===== config.mk =====
export PLATFORM = sky130hd
export DESIGN_NAME = class_result_resolver
export DESIGN_NICKNAME = d
export VERILOG_FILES = /design/src/rtl/cls_resolve_pkg.sv /design/src/rtl/cls_code_norm.sv /design/src/rtl/cls_outcome_judge.sv /design/src/rtl/cls_seq_fsm.sv /design/src/rtl/class_result_resolver.sv
export SDC_FILE = /design/constraint.sdc
export NUM_CORES = 1
export LEC_CHECK = 0
export BUFFER_PORTS_ARGS = -buffer_cell sky130_fd_sc_hd__buf_2
export CORE_UTILIZATION = 54
export DETAILED_ROUTE_END_ITERATION = 8
export GPL_ROUTABILITY_DRIVEN = 0
export GPL_TIMING_DRIVEN = 0
export PLACE_DENSITY = 0.91
export SYNTH_ARGS = -nofsm -noshare
export SYNTH_HDL_FRONTEND = slang
export SYNTH_SLANG_ARGS = --single-unit

===== constraint.sdc =====
create_clock -name clk -period 2.5 [get_ports clk]
set_input_delay 0.25 -clock clk [delete_from_list [all_inputs] [get_ports clk]]
set_output_delay 0.25 -clock clk [all_outputs]
set_load 0.05 [all_outputs]

===== src/rtl/cls_resolve_pkg.sv =====
package cls_resolve_pkg;

   localparam int CLS_W = 4;

   typedef enum logic [1:0] {
      ST_IDLE,
      ST_WAIT_FIRST,
      ST_WAIT_SECOND,
      ST_DONE
   } cls_state_e;

   localparam logic [CLS_W-1:0] CODE_UNKNOWN  = 4'b0000;
   localparam logic [CLS_W-1:0] CODE_CLASS4   = 4'b0100;
   localparam logic [CLS_W-1:0] CODE_RSVD     = 4'b0101;
   localparam logic [CLS_W-1:0] CODE_CLASS0   = 4'b0110;
   localparam logic [CLS_W-1:0] CODE_OVERCUR  = 4'b0111;
   localparam logic [CLS_W-1:0] CODE_MISMATCH = 4'b1000;

   function automatic logic cls_is_bad(input logic [CLS_W-1:0] code);
      return (code == CODE_OVERCUR) || (code == CODE_MISMATCH);
   endfunction

   function automatic logic cls_is_powerable(input logic [CLS_W-1:0] code);
      return ((code != CODE_UNKNOWN) && (code <= CODE_CLASS4)) || (code == CODE_CLASS0);
   endfunction

endpackage


===== src/rtl/cls_code_norm.sv =====
module cls_code_norm
   import cls_resolve_pkg::*;
#(
   parameter int CODE_W         = 4,
   parameter bit RSVD_AS_CLASS0 = 1'b1
) (
   input  logic [CODE_W-1:0] raw_i,
   output logic [CODE_W-1:0] norm_i_o
);

   localparam logic [CODE_W-1:0] LIMIT = CODE_W'(CODE_MISMATCH);

   logic [CODE_W-1:0] ranged;

   always_comb begin
      if (raw_i >= LIMIT) ranged = CODE_W'(CODE_UNKNOWN);
      else                ranged = raw_i;
   end

   generate
      if (RSVD_AS_CLASS0) begin : g_map_rsvd
         always_comb begin
            if (ranged == CODE_W'(CODE_RSVD)) norm_i_o = CODE_W'(CODE_CLASS0);
            else                              norm_i_o = ranged;
         end
      end else begin : g_keep_rsvd
         always_comb norm_i_o = ranged;
      end
   endgenerate

endmodule


===== src/rtl/cls_outcome_judge.sv =====
module cls_outcome_judge
   import cls_resolve_pkg::*;
#(
   parameter int CODE_W = 4
) (
   input  logic [CODE_W-1:0] first_i,
   input  logic [CODE_W-1:0] second_i,
   output logic [CODE_W-1:0] merged_o
);

   always_comb begin
      if (second_i == CODE_W'(CODE_OVERCUR))
         merged_o = CODE_W'(CODE_OVERCUR);
      else if (second_i != first_i)
         merged_o = CODE_W'(CODE_MISMATCH);
      else
         merged_o = second_i;
   end

endmodule


===== src/rtl/cls_seq_fsm.sv =====
module cls_seq_fsm
   import cls_resolve_pkg::*;
#(
   parameter int CODE_W      = 4,
   parameter bit TWO_EVT_SUP = 1'b1
) (
   input  logic              clk,
   input  logic              rst_n,
   input  logic              start_i,
   input  logic              two_en_i,
   input  logic              off_i,
   input  logic              done_i,
   input  logic [CODE_W-1:0] norm_i,
   input  logic [CODE_W-1:0] merged_i,
   output logic [CODE_W-1:0] first_o,
   output logic              req_o,
   output logic              accept_o,
   output logic              commit_o,
   output logic [CODE_W-1:0] commit_val_o,
   output logic              in_done_o
);

   cls_state_e        state_q;
   logic              two_q;
   logic [CODE_W-1:0] first_q;
   logic              req_q;
   logic              two_cap;
   logic              need_second;

   generate
      if (TWO_EVT_SUP) begin : g_two
         assign two_cap = two_en_i;
      end else begin : g_one
         logic unused_two;
         assign unused_two = two_en_i;
         assign two_cap    = 1'b0;
      end
   endgenerate

   assign need_second = two_q && (norm_i != CODE_W'(CODE_OVERCUR));
   assign accept_o    = !off_i && start_i && (state_q == ST_IDLE);

   always_comb begin
      commit_o     = 1'b0;
      commit_val_o = norm_i;
      if (!off_i && done_i) begin
         if (state_q == ST_WAIT_FIRST && !need_second) begin
            commit_o     = 1'b1;
            commit_val_o = norm_i;
         end else if (state_q == ST_WAIT_SECOND) begin
            commit_o     = 1'b1;
            commit_val_o = merged_i;
         end
      end
   end

   always_ff @(posedge clk) begin
      if (!rst_n) begin
         state_q <= ST_IDLE;
         two_q   <= 1'b0;
         first_q <= '0;
         req_q   <= 1'b0;
      end else begin
         req_q <= 1'b0;
         if (off_i) begin
            state_q <= ST_IDLE;
         end else begin
            case (state_q)
               ST_IDLE: begin
                  if (start_i) begin
                     state_q <= ST_WAIT_FIRST;
                     two_q   <= two_cap;
                  end
               end
               ST_WAIT_FIRST: begin
                  if (done_i) begin
                     first_q <= norm_i;
                     if (need_second) begin
                        state_q <= ST_WAIT_SECOND;
                        req_q   <= 1'b1;
                     end else begin
                        state_q <= ST_DONE;
                     end
                  end
               end
               ST_WAIT_SECOND: begin
                  if (done_i) state_q <= ST_DONE;
               end
               ST_DONE: state_q <= ST_IDLE;
               default: state_q <= ST_IDLE;
            endcase
         end
      end
   end

   assign first_o   = first_q;
   assign req_o     = req_q;
   assign in_done_o = (state_q == ST_DONE);

endmodule


===== src/rtl/class_result_resolver.sv =====
module class_result_resolver
   import cls_resolve_pkg::*;
#(
   parameter int CODE_W         = 4,
   parameter bit TWO_EVT_SUP    = 1'b1,
   parameter bit RSVD_AS_CLASS0 = 1'b1
) (
   input  logic              clk,
   input  logic              rst_n,
   input  logic              start_i,
   input  logic              two_evt_en_i,
   input  logic              auto_mode_i,
   input  logic              port_off_i,
   input  logic              raw_done_i,
   input  logic [CODE_W-1:0] raw_code_i,
   output logic              second_req_o,
   output logic [CODE_W-1:0] cls_code_o,
   output logic              valid_o,
   output logic              fault_o,
   output logic              auto_pwr_ok_o
);

   generate
      if (CODE_W != CLS_W) begin : g_bad_width
         $error("class_result_resolver: CODE_W must equal the status code width");
      end
   endgenerate

   logic [CODE_W-1:0] norm_code;
   logic [CODE_W-1:0] first_code;
   logic [CODE_W-1:0] merged_code;
   logic [CODE_W-1:0] commit_val;
   logic              commit;
   logic              accept;
   logic              in_done;
   logic [CODE_W-1:0] code_q;
   logic              grant_q;

   cls_code_norm #(
      .CODE_W         (CODE_W),
      .RSVD_AS_CLASS0 (RSVD_AS_CLASS0)
   ) u_norm (
      .raw_i    (raw_code_i),
      .norm_i_o (norm_code)
   );

   cls_outcome_judge #(
      .CODE_W (CODE_W)
   ) u_judge (
      .first_i  (first_code),
      .second_i (norm_code),
      .merged_o (merged_code)
   );

   cls_seq_fsm #(
      .CODE_W      (CODE_W),
      .TWO_EVT_SUP (TWO_EVT_SUP)
   ) u_fsm (
      .clk          (clk),
      .rst_n        (rst_n),
      .start_i      (start_i),
      .two_en_i     (two_evt_en_i),
      .off_i        (port_off_i),
      .done_i       (raw_done_i),
      .norm_i       (norm_code),
      .merged_i     (merged_code),
      .first_o      (first_code),
      .req_o        (second_req_o),
      .accept_o     (accept),
      .commit_o     (commit),
      .commit_val_o (commit_val),
      .in_done_o    (in_done)
   );

   always_ff @(posedge clk) begin
      if (!rst_n) begin
         code_q  <= '0;
         grant_q <= 1'b0;
      end else if (port_off_i) begin
         code_q  <= '0;
         grant_q <= 1'b0;
      end else if (commit) begin
         code_q  <= commit_val;
         grant_q <= cls_is_powerable(commit_val);
      end else if (accept) begin
         grant_q <= 1'b0;
      end
   end

   assign cls_code_o    = code_q;
   assign valid_o       = in_done;
   assign fault_o       = in_done && cls_is_bad(code_q);
   assign auto_pwr_ok_o = grant_q && auto_mode_i;

endmodule


==> flow_summary.ini <==
[global_route]
antenna_found_initial = 0
grt_pass1_wl_mm = 2.75
grt_pass1_vias = 621
grt-ovfl-total = 0
grt_usage_pct = 27.2
grt_max_degree = 9

[clock_network]
cts-root-buf = clkbuf_4
cts_max_level = 1
cts_hold_buffers = 0
clk_path_buf_depth = 2
numCtsBuffers = 3
cts_setup_buffers = 0
cts_tree = yes
post_cts_resized = 0
clock-sinks = 13
clock_latency_ns = 0.28
cts.clk_slew.worst_paths_ns = 0.08

[cells_and_area]
antenna_cells = 0
syn_to_final_growth_pct = 18.0
nets = 123
drive_above_1_share_pct = 28.0
fin_area_sq_um = 886

[power_and_ir_drop]
p_per_area_mw_per_mm2 = 463
power_switching_share_pct = 27.6
p_switching_mw = 0.113
power_mw = 0.410
seqPwrFrac_pct = 52.0
internal_power_mw = 0.297
combPwrFrac_pct = 15.2
power_leakage_nw = 0.382
clock_power_share_pct = 32.8
vdd_drop_max_mv = 0.359

[timing]
drv_slew = 0
tightest_slew_ns = 0.398
max-slew-margin-rel_pct = 72.8
holdWs_ns = 0.225
period_share_pct = 79.3
fmax_ghz = 0.504
fin_skew_ns = 0.00354
setup_viol = 0
setup_tns_ns = 0
rsz0062_at_grt = no
period_minus_slack_ns = 1.98
hold_viol = 0

[critical_path]
crit_type = flop to primary output
cp_max_fo = 4
startpoint_type = flop
crit_required_ns = 2.25
crit_arrival_ns = 1.73
cp-end-kind = primary output

[routing]
ant_nets = 0
drt_iter0_drc = 22
wire_per_inst_um = 13.8
viasPerCell = 5.98
drc = 0
wl_mm = 1.69
vias = 729
drt_pass1_iterations = 4

[yosys]
yosys-top-cells-area = dfxtp_1 35%, ha_1 6.7%, mux2i_1 4.0%
yosys.cell_types.count = 39
synthCells = 85
async_flop_share_pct = 0
yosysWarningCount = 0
synth.avg_cell_area_sq_um = 8.83
syn_nets = 100
ys_dominant_reg_cell = dfxtp_1
mappedNetlistArea_sq_um = 751
synth_top_area_share_pct = 34.7
yosysSeqAreaShare_pct = 34.7
synth_top_area_cell = dfxtp_1
ys_seq_elements = 13
synth_edf_count = 0

[outcome]
status = finished clean

[place]
hpwl_mm = 1.28
port_buffers = 18
dpl_cell_area_sq_um = 860

[hold_path]
worstHoldPathType = primary input to flop

[floorplanning]
pin_count = 19
die_area_sq_mm = 0.00154
die_h_um = 39.3
die_w_um = 39.3
num_rows = 13
start_util_pct = 57.7
core_sq_mm = 0.00130

[flow_run]
max-cap-violations = 0
[worst paths after layout]
path | startpoint | endpoint | slack (ns) | depth (start not counted)
max | cls_code_o[1] | fault_o | 0.52 | 3
min reg2reg | grant_q | grant_q | 0.46 | 2
max reg2reg | u_fsm.state_q[1] | cls_code_o[2] | 0.89 | 6
min | two_evt_en_i | u_fsm.two_q | 0.23 | 3
[cells by family (layout without fill, tap and decap cells)]
logic type	Yosys count	in the layout	synth area share (%)
and+or+nand+nor	38	38	30.5
xor gates and xnor gates	2	2	2.33
buffers and inverters	6	28	3.00
adders and majority gates	4	4	6.67
AOI/OAI and AO/OA	19	19	18.8
DFF	13	13	34.7
muxes	3	3	4.00
[Yosys cell counts (2+ instances only)]
library cell	number
and2b_1	2
nor2_1	3
a21oi_1	3
nor2b_1	2
nand2_1	7
a32o_1	2
and2_1	2
inv_1	6
nand2b_1	2
ha_1	4
nand4_1	2
mux2i_1	3
nand4b_1	2
nor3_1	3
nand3_1	4
o22ai_1	2
dfxtp_1	13
a21boi_0	2
[layout by cell type (no fill, tap or decap), types with 2 or more instances in the layout]
cell / instances
o22ai_1: 2
dfxtp_1: 13
and2b_1: 2
a21oi_1: 3
nor3_1: 3
mux2i_1: 3
and2_1: 2
clkbuf_4: 3
nand2b_1: 2
ha_1: 4
nand4b_1: 2
a32o_1: 2
nor2b_1: 2
buf_2: 18
nand2_1: 7
nand3_1: 4
nor2_1: 3
nand4_1: 2
inv_1: 6
[through the flow]
stage               util, %  worst slack, ns  instances
floorplan                 -            0.209         85
CTS                    68.1            0.525        122
finish                 68.1            0.518        122
detailed placement     66.1            0.825        118
global placement       66.1            0.882        118
global route           68.1            0.477        122
[sequential cells by signal, indices dropped and copies added, names as in the netlist]
signal and flops:
u_fsm.first_o 4, u_fsm.two_q 1, cls_code_o 4, grant_q 1
u_fsm.req_o 1, u_fsm.state_q 2
[power by group through the flow]
stage	registers (mW)	clock network, mW	logic, mW
final	0.213	0.135	0.0622
after global routing	0.214	0.147	0.0686
after CTS	0.213	0.134	0.0613
after detailed placement	0.218	0	0.0608
after global placement	0.218	0	0.0579
after floorplan	0.218	0	0.0377
[layer usage]
metal	part of all wire, %	vias to the layer above	global-route usage (%)
met1	42	330	33.7
met3	6.3	8	5.68
met4	2.8	0	14.7
met5	0	-	0
met2	49	35	43.8
li1	-	356	-
[final cells by class]
type,instances,area (sq um)
multi-input combinational,66,468
fill,113,415
sequential,13,260
timing repair buffer,18,90.1
clock buffer,4,26.3
inverter,6,22.5
tap,15,18.8
[worst max-delay path: stages, from the launching register on]
cell and delay, ns:
dfxtp_1 0.34, or4b_2 0.69, a21boi_1 0.16, buf_2 0.27
(Power assumes the default switching activity.)
